[src/rtl/tmr_tick_pkg.sv]
package tmr_tick_pkg;

    // Trigger-select index width picks how many internal triggers exist
    localparam int TSEL_IDX_W = 2;
    localparam int ITRIG_N    = 1 << TSEL_IDX_W;
    localparam int CH_N       = 2;
    localparam int LINE_N     = ITRIG_N + CH_N;
    localparam int SYNC_DEPTH = 2;

    typedef enum logic [1:0] {
        SRC_INTERNAL,
        SRC_TRIGGER,
        SRC_CHANNEL,
        SRC_NONE
    } src_kind_e;

    typedef struct packed {
        logic rise;
        logic fall;
    } edge_t;

    // Slave-mode codes that hand the tick over to the trigger selector
    function automatic logic mode_uses_trigger(input logic [2:0] sm);
        return (sm == 3'd1) || (sm == 3'd2) || (sm == 3'd3) || (sm == 3'd7);
    endfunction

    function automatic src_kind_e decode_source(input logic [2:0] sm,
                                                input logic [2:0] ts);
        src_kind_e k;
        if (!mode_uses_trigger(sm))
            k = SRC_INTERNAL;
        else if (!ts[2])
            k = SRC_TRIGGER;
        else if (ts == 3'd7)
            k = SRC_NONE;
        else
            k = SRC_CHANNEL;
        return k;
    endfunction

    function automatic edge_t edges_of(input logic now_lvl, input logic old_lvl);
        edge_t e;
        e.rise = now_lvl & ~old_lvl;
        e.fall = ~now_lvl & old_lvl;
        return e;
    endfunction

endpackage

[src/rtl/tmr_sync_line.sv]
module tmr_sync_line #(
    parameter int DEPTH = 2
) (
    input  logic clk,
    input  logic rst,
    input  logic din,
    output logic lvl_now,
    output logic lvl_old
);
    logic [DEPTH-1:0] sync_q;
    logic             hist_q;

    always_ff @(posedge clk) begin
        if (rst) begin
            sync_q <= '0;
            hist_q <= 1'b0;
        end else begin
            sync_q <= {sync_q[DEPTH-2:0], din};
            hist_q <= sync_q[DEPTH-1];
        end
    end

    assign lvl_now = sync_q[DEPTH-1];
    assign lvl_old = hist_q;


    single_rise_chk: assert property (@(posedge clk) disable iff (rst)
        (lvl_now && !lvl_old) |=> !(lvl_now && !lvl_old));


    single_fall_chk: assert property (@(posedge clk) disable iff (rst)
        (!lvl_now && lvl_old) |=> !(!lvl_now && lvl_old));

endmodule

[src/rtl/tmr_src_sel.sv]
module tmr_src_sel
    import tmr_tick_pkg::*;
(
    input  logic [2:0]        slave_mode,
    input  logic [2:0]        trig_sel,
    input  logic              ch0_pol,
    input  logic              ch1_pol,
    input  logic [LINE_N-1:0] lvl_now,
    input  logic [LINE_N-1:0] lvl_old,
    output logic              src_tick
);
    localparam int CH0_IDX = ITRIG_N;
    localparam int CH1_IDX = ITRIG_N + 1;

    edge_t [LINE_N-1:0] ev;
    logic  [ITRIG_N-1:0] trig_rise;

    for (genvar i = 0; i < LINE_N; i++) begin : g_edge
        assign ev[i] = edges_of(lvl_now[i], lvl_old[i]);
    end

    for (genvar i = 0; i < ITRIG_N; i++) begin : g_trig
        assign trig_rise[i] = ev[i].rise;
    end

    src_kind_e kind;
    assign kind = decode_source(slave_mode, trig_sel);

    always_comb begin
        src_tick = 1'b0;
        unique case (kind)
            SRC_INTERNAL: src_tick = 1'b1;
            SRC_TRIGGER:  src_tick = trig_rise[trig_sel[TSEL_IDX_W-1:0]];
            SRC_CHANNEL: begin
                unique case (trig_sel[1:0])
                    2'd0:    src_tick = ev[CH0_IDX].rise | ev[CH0_IDX].fall;
                    2'd1:    src_tick = ch0_pol ? ev[CH0_IDX].fall : ev[CH0_IDX].rise;
                    2'd2:    src_tick = ch1_pol ? ev[CH1_IDX].fall : ev[CH1_IDX].rise;
                    default: src_tick = 1'b0;
                endcase
            end
            default:      src_tick = 1'b0;
        endcase
    end

endmodule

[src/rtl/tmr_prescaler.sv]
module tmr_prescaler #(
    parameter int PSC_W = 16
) (
    input  logic             clk,
    input  logic             rst,
    input  logic             en,
    input  logic             src_tick,
    input  logic             update,
    input  logic [PSC_W-1:0] psc_shadow,
    output logic             tick_out
);
    logic [PSC_W-1:0] div_cnt_q;
    logic [PSC_W-1:0] div_lim_q;
    logic             at_limit;

    assign at_limit = (div_cnt_q == div_lim_q);
    assign tick_out = en & src_tick & at_limit;

    always_ff @(posedge clk) begin
        if (rst) begin
            div_cnt_q <= '0;
            div_lim_q <= '0;
        end else if (update) begin
            div_cnt_q <= '0;
            div_lim_q <= psc_shadow;
        end else if (en && src_tick) begin
            div_cnt_q <= at_limit ? '0 : div_cnt_q + 1'b1;
        end
    end


    div_bound_chk: assert property (@(posedge clk) disable iff (rst)
        div_cnt_q <= div_lim_q);


    div_hold_chk: assert property (@(posedge clk) disable iff (rst)
        (!en && !update) |=> $stable(div_cnt_q));


    lim_hold_chk: assert property (@(posedge clk) disable iff (rst)
        !update |=> $stable(div_lim_q));

endmodule

[src/rtl/tmr_up_counter.sv]
module tmr_up_counter #(
    parameter int CNT_W = 16
) (
    input  logic             clk,
    input  logic             rst,
    input  logic             tick,
    input  logic             upd_gen,
    input  logic [CNT_W-1:0] reload,
    output logic [CNT_W-1:0] cnt,
    output logic             upd_evt,
    output logic             update
);
    logic [CNT_W-1:0] cnt_q;
    logic             evt_q;
    logic             wrap;

    assign wrap   = tick & (cnt_q == reload);
    assign update = upd_gen | wrap;

    always_ff @(posedge clk) begin
        if (rst) begin
            cnt_q <= '0;
            evt_q <= 1'b0;
        end else begin
            evt_q <= update;
            if (update)
                cnt_q <= '0;
            else if (tick)
                cnt_q <= cnt_q + 1'b1;
        end
    end

    assign cnt     = cnt_q;
    assign upd_evt = evt_q;


    evt_zero_chk: assert property (@(posedge clk) disable iff (rst)
        upd_evt |-> (cnt == '0));


    swupd_clear_chk: assert property (@(posedge clk) disable iff (rst)
        upd_gen |=> (cnt == '0) && upd_evt);


    cnt_hold_chk: assert property (@(posedge clk) disable iff (rst)
        (!tick && !upd_gen) |=> $stable(cnt) && !upd_evt);


    cnt_step_chk: assert property (@(posedge clk) disable iff (rst)
        (tick && !upd_gen && (cnt != reload)) |=> (cnt == $past(cnt) + 1'b1));

endmodule

[src/rtl/tmr_tick_front.sv]
module tmr_tick_front
    import tmr_tick_pkg::*;
#(
    parameter int PSC_W = 16,
    parameter int CNT_W = 16
) (
    input  logic               clk,
    input  logic               rst,
    input  logic               cnt_en,
    input  logic [2:0]         slave_mode,
    input  logic [2:0]         trig_sel,
    input  logic               ch0_pol,
    input  logic               ch1_pol,
    input  logic               ch0_in,
    input  logic               ch1_in,
    input  logic [ITRIG_N-1:0] itrig_in,
    input  logic [PSC_W-1:0]   psc_val,
    input  logic [CNT_W-1:0]   reload_val,
    input  logic               upd_gen,
    output logic               cnt_tick,
    output logic [CNT_W-1:0]   cnt_val,
    output logic               upd_evt
);
    logic [LINE_N-1:0] raw_lines;
    logic [LINE_N-1:0] lvl_now;
    logic [LINE_N-1:0] lvl_old;
    logic              src_tick;
    logic              update;

    assign raw_lines = {ch1_in, ch0_in, itrig_in};

    for (genvar i = 0; i < LINE_N; i++) begin : g_sync
        tmr_sync_line #(.DEPTH(SYNC_DEPTH)) sync_i (
            .clk     (clk),
            .rst     (rst),
            .din     (raw_lines[i]),
            .lvl_now (lvl_now[i]),
            .lvl_old (lvl_old[i])
        );
    end

    tmr_src_sel sel_i (
        .slave_mode (slave_mode),
        .trig_sel   (trig_sel),
        .ch0_pol    (ch0_pol),
        .ch1_pol    (ch1_pol),
        .lvl_now    (lvl_now),
        .lvl_old    (lvl_old),
        .src_tick   (src_tick)
    );

    tmr_prescaler #(.PSC_W(PSC_W)) psc_i (
        .clk        (clk),
        .rst        (rst),
        .en         (cnt_en),
        .src_tick   (src_tick),
        .update     (update),
        .psc_shadow (psc_val),
        .tick_out   (cnt_tick)
    );

    tmr_up_counter #(.CNT_W(CNT_W)) cnt_i (
        .clk     (clk),
        .rst     (rst),
        .tick    (cnt_tick),
        .upd_gen (upd_gen),
        .reload  (reload_val),
        .cnt     (cnt_val),
        .upd_evt (upd_evt),
        .update  (update)
    );


    no_strobe_off_chk: assert property (@(posedge clk) disable iff (rst)
        !cnt_en |-> !cnt_tick);

endmodule

[config.mk]
export PLATFORM = sky130hd
export DESIGN_NAME = tmr_tick_front
export DESIGN_NICKNAME = d
export VERILOG_FILES = /design/src/rtl/tmr_tick_pkg.sv /design/src/rtl/tmr_sync_line.sv /design/src/rtl/tmr_src_sel.sv /design/src/rtl/tmr_prescaler.sv /design/src/rtl/tmr_up_counter.sv /design/src/rtl/tmr_tick_front.sv
export SDC_FILE = /design/constraint.sdc
export NUM_CORES = 1
export LEC_CHECK = 0
export BUFFER_PORTS_ARGS = -buffer_cell sky130_fd_sc_hd__buf_2
export CAP_MARGIN = 30
export CORE_ASPECT_RATIO = 1.2
export CORE_MARGIN = 2
export CORE_UTILIZATION = 25
export CTS_CLUSTER_SIZE = 20
export DETAILED_ROUTE_END_ITERATION = 12
export PLACE_DENSITY = 0.39
export SLEW_MARGIN = 20
export SYNTH_ARGS = -nofsm -noshare
export SYNTH_HDL_FRONTEND = slang
export SYNTH_HIERARCHICAL = 1
export SYNTH_SLANG_ARGS = --single-unit
[constraint.sdc]
create_clock -name clk -period 4.44 [get_ports clk]
set_input_delay 0.666 -clock clk [delete_from_list [all_inputs] [get_ports clk]]
set_output_delay 0.666 -clock clk [all_outputs]
set_load 0.01 [all_outputs]
======== After elaboration in Yosys (flattened, before gate mapping) ========
Cells that the tools add are included.
word-level totals
  register bits ........................... 67
  latch bits .............................. 0
  memory bits (writable) .................. 0
  ROM bits ................................ 0
  bits of input ports ..................... 50
  output and inout bits ................... 18
  word-level logic and storage cells ...... 68
  memories ................................ 0
operators by class
  add/sub/neg operators ................... 2
  multiply operators ...................... 0
  div/mod/pow operators ................... 0
  magnitude comparators ................... 1
  equality and inequality tests ........... 11
  shifts and indexed selects .............. 0
  mux-type cells .......................... 10
  bitwise gates (word level) .............. 21
  reduce and logical (&&, ||, !) cells .... 7
operators with widths
  kind                     number
  $add A16 B1 Y16 const B  2
  $eq A16 B16 Y1           2
  $mux W16                 1
  $and A1 B1 Y1            11
  $not A1 Y1               8
  $eq A3 B2 Y1 const B     2
  $eq A3 B3 Y1 const B     2
  $pmux W1 S3              2
  $eq A2 B1 Y1 const B     2
  $eq A2 B2 Y1 const B     2
  $logic_not A2 Y1         2
  $mux W1                  4
  $mux W2                  2
  $eq A3 B1 Y1 const B     1
  $logic_or A1 B1 Y1       3
  $lt A2 B3 Y1 const B     1
  $bmux W1 S2              1
  $or A1 B1 Y1             2
  $reduce_or A2 Y1         1
  $logic_and A1 B1 Y1      1

======== Logic depth before layout (Yosys ltp) ========
Gate-level depths: netlist of run 1.
  depth after elaboration ................. 12
  mapped depth ............................ 19
  mapped depth without buffers ............ 15

======== By module ========
Netlist of run 1, hierarchy kept.
by module, submodules not included
  module          times used  cells each  area each (µm²)  sequential area each (µm²)
  tmr_prescaler   1           160         1502.7           640.6
  tmr_up_counter  1           109         1033.5           340.3
  tmr_sync_line   6           6           78.8             60.1
  tmr_src_sel     1           21          155.1            0.0

======== Worst setup path after synthesis of run 1 ========
No wires, ideal clock.
  path type ............................... input to register
  start point ............................. input ch0_pol
  end point ............................... register psc_i.div_lim_q[10]
  library setup time ...................... 0.128 ns
  data arrival time ....................... 3.786 ns
  required time ........................... 4.312 ns
  slack ................................... 0.527 ns
  stages .................................. 16
  buffers on the path ..................... 4
  cell sequence ........................... mux2i_1 mux4_2 nor2_1 a211o_1 and2_1 buf_2 nand2_1 nor4_1 buf_2 nand3_1 nor4_4 or2_2 buf_6 buf_2 mux2i_1 nor2_1
on the way
  cells in the longest elaborated chain, start to end .. 7
ends and longest elaborated chain
  what                         RTL line              RTL
  from (decl)                  tmr_tick_front.sv:12  input logic ch0_pol,
  $mux W1                      tmr_src_sel.sv:37     2'd1: src_tick = ch0_pol ? ev[CH0_IDX].fall : ev[CH0_IDX].rise;
  $pmux W1 S3                  tmr_src_sel.sv:35     unique case (trig_sel[1:0])
  $pmux W1 S3                  tmr_src_sel.sv:31     unique case (kind)
  named net src_tick           tmr_tick_front.sv:27  logic src_tick;
  $and A1 B1 Y1 (2 in series)  tmr_prescaler.sv:17   assign tick_out = en & src_tick & at_limit;
  named net cnt_tick           tmr_tick_front.sv:20  output logic cnt_tick,
  $and A1 B1 Y1                tmr_up_counter.sv:17  assign wrap = tick & (cnt_q == reload);
  $or A1 B1 Y1                 tmr_up_counter.sv:18  assign update = upd_gen | wrap;
  named net update             tmr_tick_front.sv:28  logic update;
  to (signal assigned)         tmr_prescaler.sv:25   div_lim_q <= psc_shadow;
  to (decl)                    tmr_prescaler.sv:13   logic [PSC_W-1:0] div_lim_q;
The timed path passes the listed nets, and every way through them passes these cells.
A chain may end at the register's enable or synchronous reset.

======== Final worst setup path of run 1 ========
  start point ............................. register g_sync[4].sync_i.sync_q[1]
  end point ............................... register psc_i.div_lim_q[10]
on the way
  cells in the longest elaborated chain, start to end .. 9
  elaborated cells on any way between the ends .. 11
  classes of those cells .................. 3 x mux; 8 x bitwise
ends and longest elaborated chain
  what                                            RTL line                              RTL
  from (decl)                                     tmr_sync_line.sv:10                   logic [DEPTH-1:0] sync_q;
  from (signal assigned)                          tmr_sync_line.sv:18                   sync_q <= {sync_q[DEPTH-2:0], din};
  $not A1 Y1                                      tmr_tick_pkg.sv:44                    e.fall = ~now_lvl & old_lvl;
  $and A1 B1 Y1                                   tmr_tick_pkg.sv:44
  $mux W1 / $or A1 B1 Y1 (equally long branches)  tmr_src_sel.sv:37, tmr_src_sel.sv:36
  $pmux W1 S3 *                                   tmr_src_sel.sv:35
  $pmux W1 S3 *                                   tmr_src_sel.sv:31
  named net src_tick                              tmr_tick_front.sv:27
  $and A1 B1 Y1 * (2 in series)                   tmr_prescaler.sv:17
  $and A1 B1 Y1 *                                 tmr_up_counter.sv:17
  $or A1 B1 Y1 *                                  tmr_up_counter.sv:18
  named net update                                tmr_tick_front.sv:28
Mark *: on every way through the listed nets, which the timed path passes. The rest lies on a longest branch.

==> results of run 1 <==
cells in the final DEF, fill, tap and decap left out, drive strengths merged:
| cell | netlist | final |
|---|---|---|
| inv | 8 | 8 |
| nor2b | 19 | 19 |
| a21oi | 2 | 2 |
| nand2b | 3 | 3 |
| nor3 | 23 | 23 |
| o22ai | 1 | 1 |
| nor3b | 1 | 1 |
| a211o | 1 | 1 |
| o31ai | 1 | 1 |
| o21ba | 1 | 1 |
| mux4 | 1 | 1 |
| a21o | 1 | 1 |
| nor2 | 40 | 40 |
| bufinv | 0 | 2 |
| nand3 | 13 | 13 |
| dfxtp | 67 | 67 |
| nand2 | 18 | 18 |
| mux2i | 19 | 19 |
| clkinv | 0 | 1 |
| xor2 | 21 | 21 |
| and4 | 1 | 1 |
| nand4 | 8 | 8 |
| or3 | 1 | 1 |
| nor4 | 11 | 11 |
| clkbuf | 4 | 10 |
| o21ai | 1 | 1 |
| o32a | 1 | 1 |
| buf | 9 | 70 |
| ha | 4 | 4 |
| and2 | 1 | 1 |
| or2 | 4 | 4 |
| and3 | 1 | 1 |
| xnor2 | 40 | 40 |
cells by family (layout without fill, tap and decap cells):
group / after synthesis / after routing / share of synthesized area
fa+ha+maj: 4 / 4 / 0.01582
xor+xnor: 61 / 61 / 0.1688
buf+inv: 21 / 91 / 0.03914
simple gates: 144 / 144 / 0.2602
flops: 67 / 67 / 0.4239
compound gates: 9 / 9 / 0.02491
mux: 20 / 20 / 0.06722
sequential cells by signal, indices dropped and copies added (netlist names):
register and cells:
cnt_i/upd_evt 1, g_sync.sync_i/lvl_old 6, cnt_i/cnt 16, g_sync.sync_i/sync_q 12, psc_i/div_lim_q 16, psc_i/div_cnt_q 16
worst paths after layout:
check,slack (ns),startpoint,cells after the start,endpoint
setup / recovery,1.08,g_sync[4].sync_i/sync_q[1],15,psc_i/div_lim_q[10]
hold / removal,0.43,g_sync[0].sync_i/sync_q[0],1,g_sync[0].sync_i/sync_q[1]
setup reg to reg,1.08,g_sync[4].sync_i/sync_q[1],15,psc_i/div_lim_q[10]
hold reg to reg,0.43,g_sync[0].sync_i/sync_q[0],1,g_sync[0].sync_i/sync_q[1]
per-stage QoR:
stage          power [uW]  hold WS (ns)    util  area, um2
4_1_cts              1497        0.4383  0.3155       3944
3_3_place_gp        742.7        0.4171  0.2912       3640
6_report             1470        0.4338  0.3155       3944
2_1_floorplan       701.2        0.4138       -       3164
3_5_place_dp        743.7        0.4255  0.2912       3640
5_1_grt              1530        0.4584  0.3155       3944
metal layers:
layer / vias to the layer above / share of wire / GRT usage / wire (um)
met4: 0 / 0.024 / 0.06646 / 170
met5: - / 0 / 0 / 0
li1: 1220 / - / - / -
met1: 1063 / 0.44 / 0.1349 / 3194
met2: 55 / 0.49 / 0.1933 / 3535
met3: 12 / 0.042 / 0.02143 / 299
worst max-delay path: stages, from the launching register on:
cell     delay [ns]
dfxtp_1        0.34
inv_1          0.05
ha_1           0.28
mux4_2         0.45
nor2_1         0.10
a211o_1        0.13
and2_1         0.25
nand2_1        0.11
nor4_2         0.14
buf_4          0.20
nand3_1        0.12
nor4_4         0.31
or2_2          0.16
buf_4          0.28
mux2i_1        0.24
nor2_1         0.05
area by class of cell:
class,instances,share of cell area
Clock buffer,10,0.06060
Clock inverter,3,0.01650
Sequential cell,67,0.3401
Timing Repair Buffer,70,0.09074
Multi-Input combinational cell,238,0.4324
Tap cell,164,0.05203
Inverter,8,0.007614
power groups by stage:
stage / sequential [uW] / clock (uW) / combinational, uW
2_1_floorplan: 638 / 0 / 63.4
3_3_place_gp: 640 / 0 / 103
3_5_place_dp: 640 / 0 / 103
4_1_cts: 627 / 766 / 104
5_1_grt: 629 / 788 / 113
6_report: 627 / 743 / 100
==> results by group, run 1 <==
Route
  • Final WL: ~7200 um
  • Post-route DRC: 0
  • First-pass DRT Iterations: 5
  • WL/cell: 12.86 um
  • DRT iter0 DRCs: 19
  • Number of vias per cell: 4.196
  • ANT nets after route: 0
  • Detailed-route via count: 2350

STA
  • Final Cycle Share: 0.7577
  • Max Slew Vio Count: 0
  • Final worst slack: 1.076 ns
  • Actual slew at the worst max-slew pin: 0.7098 ns
  • Final Setup Violations: 0
  • Final Skew: about 0.008 ns
  • Tmin final: 3.364 ns
  • Setup TNS: 0 ns
  • Final hold viol count: 0
  • Fmax: just under 300 MHz
  • Relative slew slack: 0.5268
  • RSZ-0062 raised after global routing: no

Global route
  • GRT overflow: 0
  • Initial antenna violation count: 0
  • Vias in the first global route: 2364
  • Largest net degree at the start of global routing: 38
  • First-pass GRT wire length: between 10000 and 15000 um
  • Total GRT Usage: 0.1144

Place
  • Placed insts: 547
  • Final GP Congestion: 0.7311
  • Port Buffer Count: between 60 and 70
  • Dpl hpwl: 5375 um
  • Pre-CTS WS: 0.7851 ns

Synthesis
  • Yosys reg bits: 67
  • Primary FF master, synth: dfxtp_1
  • Synth warnings: 6
  • Async set or reset register ratio after synthesis: 0
  • Seq/Total Area, Yosys: 0.4239
  • Synth area leaders: dfxtp_1 (42%), xnor2_1 (11%), mux2i_1 (6.0%)
  • Syn avg cell area: just under 10 um2
  • Cell count after synthesis: between 300 and 400
  • Top-count cell post-synth: dfxtp_1
  • EDFF count, synth: 0
  • Post-Syn Area: 3164 um2
  • Syn_nets: 380
  • Post-synth top cells: dfxtp_1 (67), xnor2_1 (40), nor2_1 (37), xor2_1 (21)
  • Yosys top cell area share: 0.4239
  • Post-synth cell types: 40
  • Leading area contributor after synthesis: dfxtp_1

Finish
  • Area occupied by multi-input gates: 1705 um2
  • Share of cells above drive strength 1: 0.2753
  • Reg area: 1341 um2
  • # fillers: about 1300
  • Non-filler cells, final: 560
  • P&R area growth vs syn: 24.63%
  • Layout Nets: 448
  • Ant. Diodes: 0

Pwr
  • Cell Int Power: 1163 uW
  • Net Switching: 306.8 uW
  • Combinational Power Share: 0.068
  • VDD IR max: 0.1718 mV
  • Switch share: 0.2087
  • Fraction of power consumed by the clock network: 0.505
  • Flop pwr share: 0.427
  • Power density over cell area: ~370 nW/um2
  • Leak pwr: 0.001544 uW

Worst setup path
  • Endpoint type of the worst setup path: register
  • Kind of critical path: reg -> reg
  • Worst-path fanout max: 16
  • CP Data Arrival Time: 3.55 ns
  • WP data required: 4.63 ns
  • Crit path launch type: register

Clock tree
  • Buffer depth of the longest clock path: 2
  • CTS Hold Bufs: 0
  • Postcts setup bufs: 0
  • Root buffer cell: clkbuf_16
  • Clock transition at path regs: 0.05 ns
  • Post_cts resized: 0
  • CTS buffer count: 9
  • TritonCTS clock tree: built
  • Clock Sinks: 67
  • # H-tree levels: 3
  • Clock Latency Late Sink: 0.33 ns

Floorplanning
  • Core area: ~12000 um2
  • Die H: between 100 and 150 um
  • Die footprint: 13580 um2
  • Initial Utilization: 0.2532
  • Die Wd: 106.7 um
  • Num rows: 45
  • IO Count: 68

Flow run
  • Max-cap violations: 0

Min path
  • Hold Crit Class: reg -> reg

Status
  • Status: finished, final reports clean
Power figures use the tool's default switching activity.
==> inputs of run 2 (changes only) <==
Settings changed: ABC_AREA from default to 1, PLACE_DENSITY 0.39 to 0.4.
Clock period 4.44 ns to 2.84 ns, I/O delays scaled along.
==> run 2 against run 1 <==
Cell area is 16% higher. Register-to-register slack worse by 0.74 ns. Non-clock buffer count is 12 higher. Synthesized area is 9.2% higher. Wire length is 27% higher. Critical path depth is 10 higher. Critical endpoint is now psc_i/div_lim_q[5]. Global-route usage is 0.95 points higher. Fmax is 35% higher. Largest cell class unchanged. Sequential share of layout area is 4.6 points lower. Worst hold slack worse by 0.14 ns. Clock power is 48% higher.
==> results by group, run 2 <==
Synthesis
  • Post-synth cell types: 30
  • Async set or reset register ratio after synthesis: 0
  • EDFF count, synth: 0
  • Cell count after synthesis: 528
  • Syn_nets: 582
  • Post-Syn Area: about 3500 um2
  • Top-count cell post-synth: nand2_1
  • Seq/Total Area, Yosys: 0.3881
  • Primary FF master, synth: dfxtp_1
  • Synth area leaders: dfxtp_1 (39%), nand2_1 (16%), inv_1 (11%)
  • Syn avg cell area: 6.545 um2
  • Leading area contributor after synthesis: dfxtp_1
  • Yosys reg bits: between 60 and 70
  • Post-synth top cells: nand2_1 (147), inv_1 (101), nor2_1 (101), dfxtp_1 (67), xor2_1 (17)
  • Synth warnings: 6
  • Yosys top cell area share: 0.3881

Route
  • First-pass DRT Iterations: 4
  • ANT nets after route: 0
  • DRT iter0 DRCs: 100
  • Number of vias per cell: around 4
  • Detailed-route via count: 3252
  • Final WL: 9157 um
  • Post-route DRC: 0
  • WL/cell: 11.61 um

Finish
  • Layout Nets: 668
  • # fillers: around 1600
  • Final design utilization: 0.3349
  • P&R area growth vs syn: 32.22%
  • Share of cells above drive strength 1: 0.2427
  • Ant. Diodes: 0
  • Most frequent cells in the layout: nand2_1 (145), inv_1 (99), nor2_1 (89)
  • Reg area: ~1300 um2
  • Most common cell after layout, fill and taps aside: nand2_1
  • Area occupied by multi-input gates: between 1500 and 2000 um2

Floorplanning
  • IO Count: 68
  • Core area: between 10000 and 15000 um2
  • Num rows: 47
  • Initial Utilization: 0.2533
  • Die H: ~130 um
  • Die Wd: 111.3 um
  • Die footprint: ~15000 um2

Clock tree
  • Clock Sinks: 67
  • CTS Hold Bufs: 0
  • Clock transition at path regs: 0.05 ns
  • Clock Latency Late Sink: 0.34 ns
  • Root buffer cell: clkbuf_16
  • # H-tree levels: 3
  • CTS buffer count: 9
  • Buffer depth of the longest clock path: 2
  • TritonCTS clock tree: built

STA
  • Max Slew Vio Count: 0
  • Final Setup Violations: 0
  • Final hold viol count: 0
  • Fmax: ~400 MHz
  • Final Cycle Share: 0.8804
  • Final worst slack: 0.3397 ns
  • Actual slew at the worst max-slew pin: 0.3598 ns
  • Tmin final: 2.500 ns
  • Setup TNS: 0 ns
  • Final Skew: 0.006665 ns
  • RSZ-0062 raised after global routing: no
  • Relative slew slack: 0.7593

Worst setup path
  • Endpoint type of the worst setup path: register
  • Reg2reg end: psc_i/div_lim_q[5]
  • Kind of critical path: reg -> reg
  • Worst r2r path cells: 25
  • Crit path capture: psc_i/div_lim_q[5]
  • CP Data Arrival Time: 2.71 ns
  • Reg2reg start: g_sync[4].sync_i/sync_q[1]
  • Worst path slowest cell: dfxtp_2
  • Crit path launch type: register
  • WP data required: 3.05 ns
  • Setup crit start: g_sync[4].sync_i/sync_q[1]
  • Cell mode on critical path: nand2_1
  • CP peak stage delay: approximately 0.33 ns
  • R2r setup slk: 0.34 ns
  • Worst-path fanout max: 7

Place
  • Pre-CTS WS: 0.06971 ns
  • Final GP Congestion: 0.8033
  • Dpl hpwl: between 6000 and 7000 um
  • Port Buffer Count: 67

Global route
  • First-pass GRT wire length: 14610 um
  • Vias in the first global route: 3205
  • Initial antenna violation count: 1
  • Total GRT Usage: 0.1239
  • Largest net degree at the start of global routing: 28
  • GRT overflow: 0

Flow run
  • Max-cap violations: 0

Pwr
  • VDD IR max: 0.2358 mV
  • Power density over cell area: 503.3 nW/um2
  • Leak pwr: 0.002072 uW

Min path
  • Hold path start: ch1_in
  • Hold Crit Class: in -> reg

Status
  • Status: finished, final reports clean
run 2: how the worst min path moves through the flow:
stage                                 end  cells past startpoint
2_1_floorplan  g_sync[0].sync_i/sync_q[1]                      2
3_3_place_gp   g_sync[5].sync_i/sync_q[1]                      2
3_5_place_dp   g_sync[2].sync_i/sync_q[1]                      2
4_1_cts        g_sync[5].sync_i/sync_q[0]                      3
5_1_grt        g_sync[5].sync_i/sync_q[0]                      3
6_report       g_sync[5].sync_i/sync_q[0]                      3
run 2: cell families after synthesis:
| logic type | share of synthesized area |
|---|---|
| AOI/OAI and AO/OA | 0.05648 |
| xor gates and xnor gates | 0.06083 |
| adders and majority gates | 0.01448 |
| buffers and inverters | 0.1264 |
| DFF | 0.3881 |
| and+or+nand+nor | 0.3537 |
run 2: timing repair:
action	CTS	global route
setup buffers	0	2
hold endpoints to repair	0	0
resized for setup	0	30
setup endpoints to repair	0	49
run 2: final cells by class:
cell class | count | area share
Sequential cell | 67 | 0.2938
Clock inverter | 1 | 0.001095
Inverter | 105 | 0.08680
Timing Repair Buffer | 82 | 0.1147
Tap cell | 171 | 0.04682
Clock buffer | 14 | 0.06435
Multi-Input combinational cell | 349 | 0.3924
run 2: where the power goes:
part | internal [uW] | switching, uW
clock | 704 | 401
combinational | 95.3 | 118
sequential | 968 | 13.6
run 2: through the flow:
stage          cell area [um2]  std cells  hold slack (ns)  power, uW
2_1_floorplan             3460        528           0.3883       1103
3_3_place_gp              4079        769           0.3945       1186
3_5_place_dp              4079        769           0.3953       1187
4_1_cts                   4378        784           0.2746       2321
5_1_grt                   4569        789           0.2936       2418
6_report                  4569        789           0.2907       2300
run 2: layer usage:
| metal | wire (um) | global-route usage | vias up |
|---|---|---|---|
| li1 | - | - | 1739 |
| met5 | 0 | 0 | - |
| met4 | 225 | 0.06173 | 0 |
| met2 | 4429 | 0.2134 | 59 |
| met1 | 4067 | 0.1415 | 1439 |
| met3 | 433 | 0.03298 | 15 |
run 2: worst max-delay path: cells and delay by family (launching register included):
kind	cells	cell delay, ns
AO/OA/AOI/OAI	2	0.07
adder cells (fa/ha/maj)	1	0.21
flip-flops	1	0.33
buffers and inverters	6	0.44
AND/OR/NAND/NOR	16	1.31
==> inputs of run 3 (changes only) <==
Settings changed: CORE_ASPECT_RATIO 1.2 to default.
==> run 3 against run 2 <==
Clock power is 4% higher. Sequential cell count stayed put. Power is 0.94% higher. Sequential power hardly changed. Final cell count is 0.63% higher. Worst setup slack worse by 0.051 ns. Non-clock buffer count is 1 lower. Worst hold slack better by 0.0096 ns.
==> results by group, run 3 (same netlist as run 2, synthesis figures left out) <==
Worst setup path
  • Crit path launch type: register
  • Endpoint type of the worst setup path: output pin
  • Worst path slowest cell: dfxtp_4
  • WP data required: 2.41 ns
  • CP peak stage delay: between 0.3 and 0.4 ns
  • Worst-path fanout max: 6
  • Critical path cell sequence: inv_2 -> ha_4 -> nor2_4 -> a21oi_2 -> nand2_1 -> nand2_1 -> nand2_1 -> nand2_2 -> inv_2 -> nand2_1 -> nor2_1 -> nand2_1 -> nor2_2 -> nand3_2 -> inv_2 -> buf_12 -> buf_2
  • Kind of critical path: reg -> out
  • Cell mode on critical path: nand2_1
  • Reg2reg start: g_sync[4].sync_i/sync_q[1]
  • Setup crit start: g_sync[4].sync_i/sync_q[1]
  • CP Data Arrival Time: 2.13 ns

Status
  • Status: finished, final reports clean

STA
  • Max Slew Vio Count: 0
  • Actual slew at the worst max-slew pin: 0.4242 ns
  • Relative slew slack: 0.7172
  • Final Skew: ~0.01 ns
  • Setup TNS: 0 ns
  • Final Cycle Share: 0.8984
  • Fmax: 391.9 MHz
  • Final hold viol count: 0
  • Tmin final: roughly 2.6 ns
  • Final Setup Violations: 0

Floorplanning
  • Initial Utilization: 0.2589
  • Core area: approximately 13000 um2
  • Die H: roughly 120 um
  • Die footprint: 14780 um2
  • Num rows: between 40 and 50
  • Die Wd: 121.6 um
  • IO Count: 68

Clock tree
  • Root buffer cell: clkbuf_16
  • # H-tree levels: 3
  • CTS buffer count: 9
  • Clock Sinks: 67
  • Clock Latency Late Sink: 0.33 ns
  • Clock transition at path regs: 0.06 ns
  • TritonCTS clock tree: built
  • Buffer depth of the longest clock path: 2

Route
  • First-pass DRT Iterations: 6
  • DRT iter0 DRCs: 116
  • Detailed-route via count: between 3000 and 4000
  • Final WL: between 8000 and 9000 um
  • WL/cell: about 11 um
  • Number of vias per cell: 4.076
  • Post-route DRC: 0
  • ANT nets after route: 0

Pwr
  • Power Total: between 2000 and 2500 uW
  • VDD IR max: 0.2726 mV
  • Power density over cell area: a little over 500 nW/um2
  • Leak pwr: about 0.0021 uW

Finish
  • Final design utilization: 0.3409
  • P&R area growth vs syn: 31.68%
  • # fillers: 1487
  • Layout Nets: 667
  • Most frequent cells in the layout: nand2_1 (143), inv_1 (96), nor2_1 (95)
  • Ant. Diodes: 0
  • Share of cells above drive strength 1: 0.2346
  • Most common cell after layout, fill and taps aside: nand2_1

Min path
  • Hold path start: itrig_in[2]
  • Hold Crit Class: in -> reg

Flow run
  • Max-cap violations: 0

Place
  • Dpl hpwl: 6515 um
  • Final GP Congestion: 0.7624
  • Port Buffer Count: 67

Global route
  • GRT overflow: 0
  • First-pass GRT wire length: 14150 um
  • Vias in the first global route: 3033
  • Largest net degree at the start of global routing: 21
  • Total GRT Usage: 0.1216
  • Initial antenna violation count: 0
==> run 3: cell types whose count changed in the layout (fill, tap and decap cells not counted), sizes merged <==
| cell | change |
|---|---|
| bufinv | +1 |
| clkinv | +1 |
| clkinvlp | +2 |
| clkbuf | -4 |
==> run 3: metrics by stage <==
stage | cells | worst slack, ns | instance area, um2 | hold WS, ns
global placement | 776 | 0.1013 | 4125 | 0.3993
floorplan | 528 | 0.009217 | 3460 | 0.3883
finish | 794 | 0.2886 | 4551 | 0.3004
CTS | 792 | 0.004763 | 4433 | 0.2878
global route | 794 | -0.001454 | 4551 | 0.3025
detailed placement | 776 | -0.002004 | 4125 | 0.3929
==> run 3: worst max-delay path, delay by kind of cell, from the launching register on <==
| kind | cells | cell delay (ns) |
|---|---|---|
| simple gates | 10 | 0.75 |
| buf+inv | 5 | 0.44 |
| fa+ha+maj | 1 | 0.21 |
| flops | 1 | 0.37 |
| compound gates | 1 | 0.03 |
==> run 3: worst paths after layout <==
path / end / depth (start not counted) / slack [ns]
setup / recovery: cnt_tick / 17 / 0.29
hold / removal: g_sync[2].sync_i/sync_q[0] / 3 / 0.30
setup reg to reg: psc_i/div_cnt_q[1] / 25 / 0.29
hold reg to reg: g_sync[4].sync_i/sync_q[1] / 2 / 0.39
==> run 3: what timing repair did <==
| item | 4_1_cts | 5_1_grt |
|---|---|---|
| hold buffers | 0 | 0 |
| pin swaps | 0 | 16 |
| resized for setup | 1 | 26 |
| gates cloned | 0 | 1 |
| endpoints found under the setup margin | 2 | 49 |
| endpoints found under the hold margin | 0 | 0 |
| setup buffers | 0 | 2 |
==> run 3: per-layer routing <==
layer  share of wire  vias to the layer above  GRT usage
met5               0                        -          0
met4           0.013                        0    0.04310
met3           0.056                        7    0.03933
met2            0.46                       58     0.1907
met1            0.47                     1433     0.1572
li1                -                     1738          -
==> run 3: where the power goes <==
group | internal (uW) | switching [uW] | total [uW]
logic | 93.4 | 109 | 203
clock network | 707 | 430 | 1140
registers | 967 | 14.5 | 982
==> run 3: cell type report <==
class / instances / area, um2 / area share
clock buffers: 11 / 242.7 / 0.05334
repair buffers: 81 / 520.5 / 0.1144
well taps: 176 / 220.2 / 0.04839
multi-input cells: 349 / 1762 / 0.3871
clock inverters: 5 / 62.56 / 0.01375
flip-flops and latches: 67 / 1346 / 0.2958
inverters: 105 / 396.6 / 0.08716
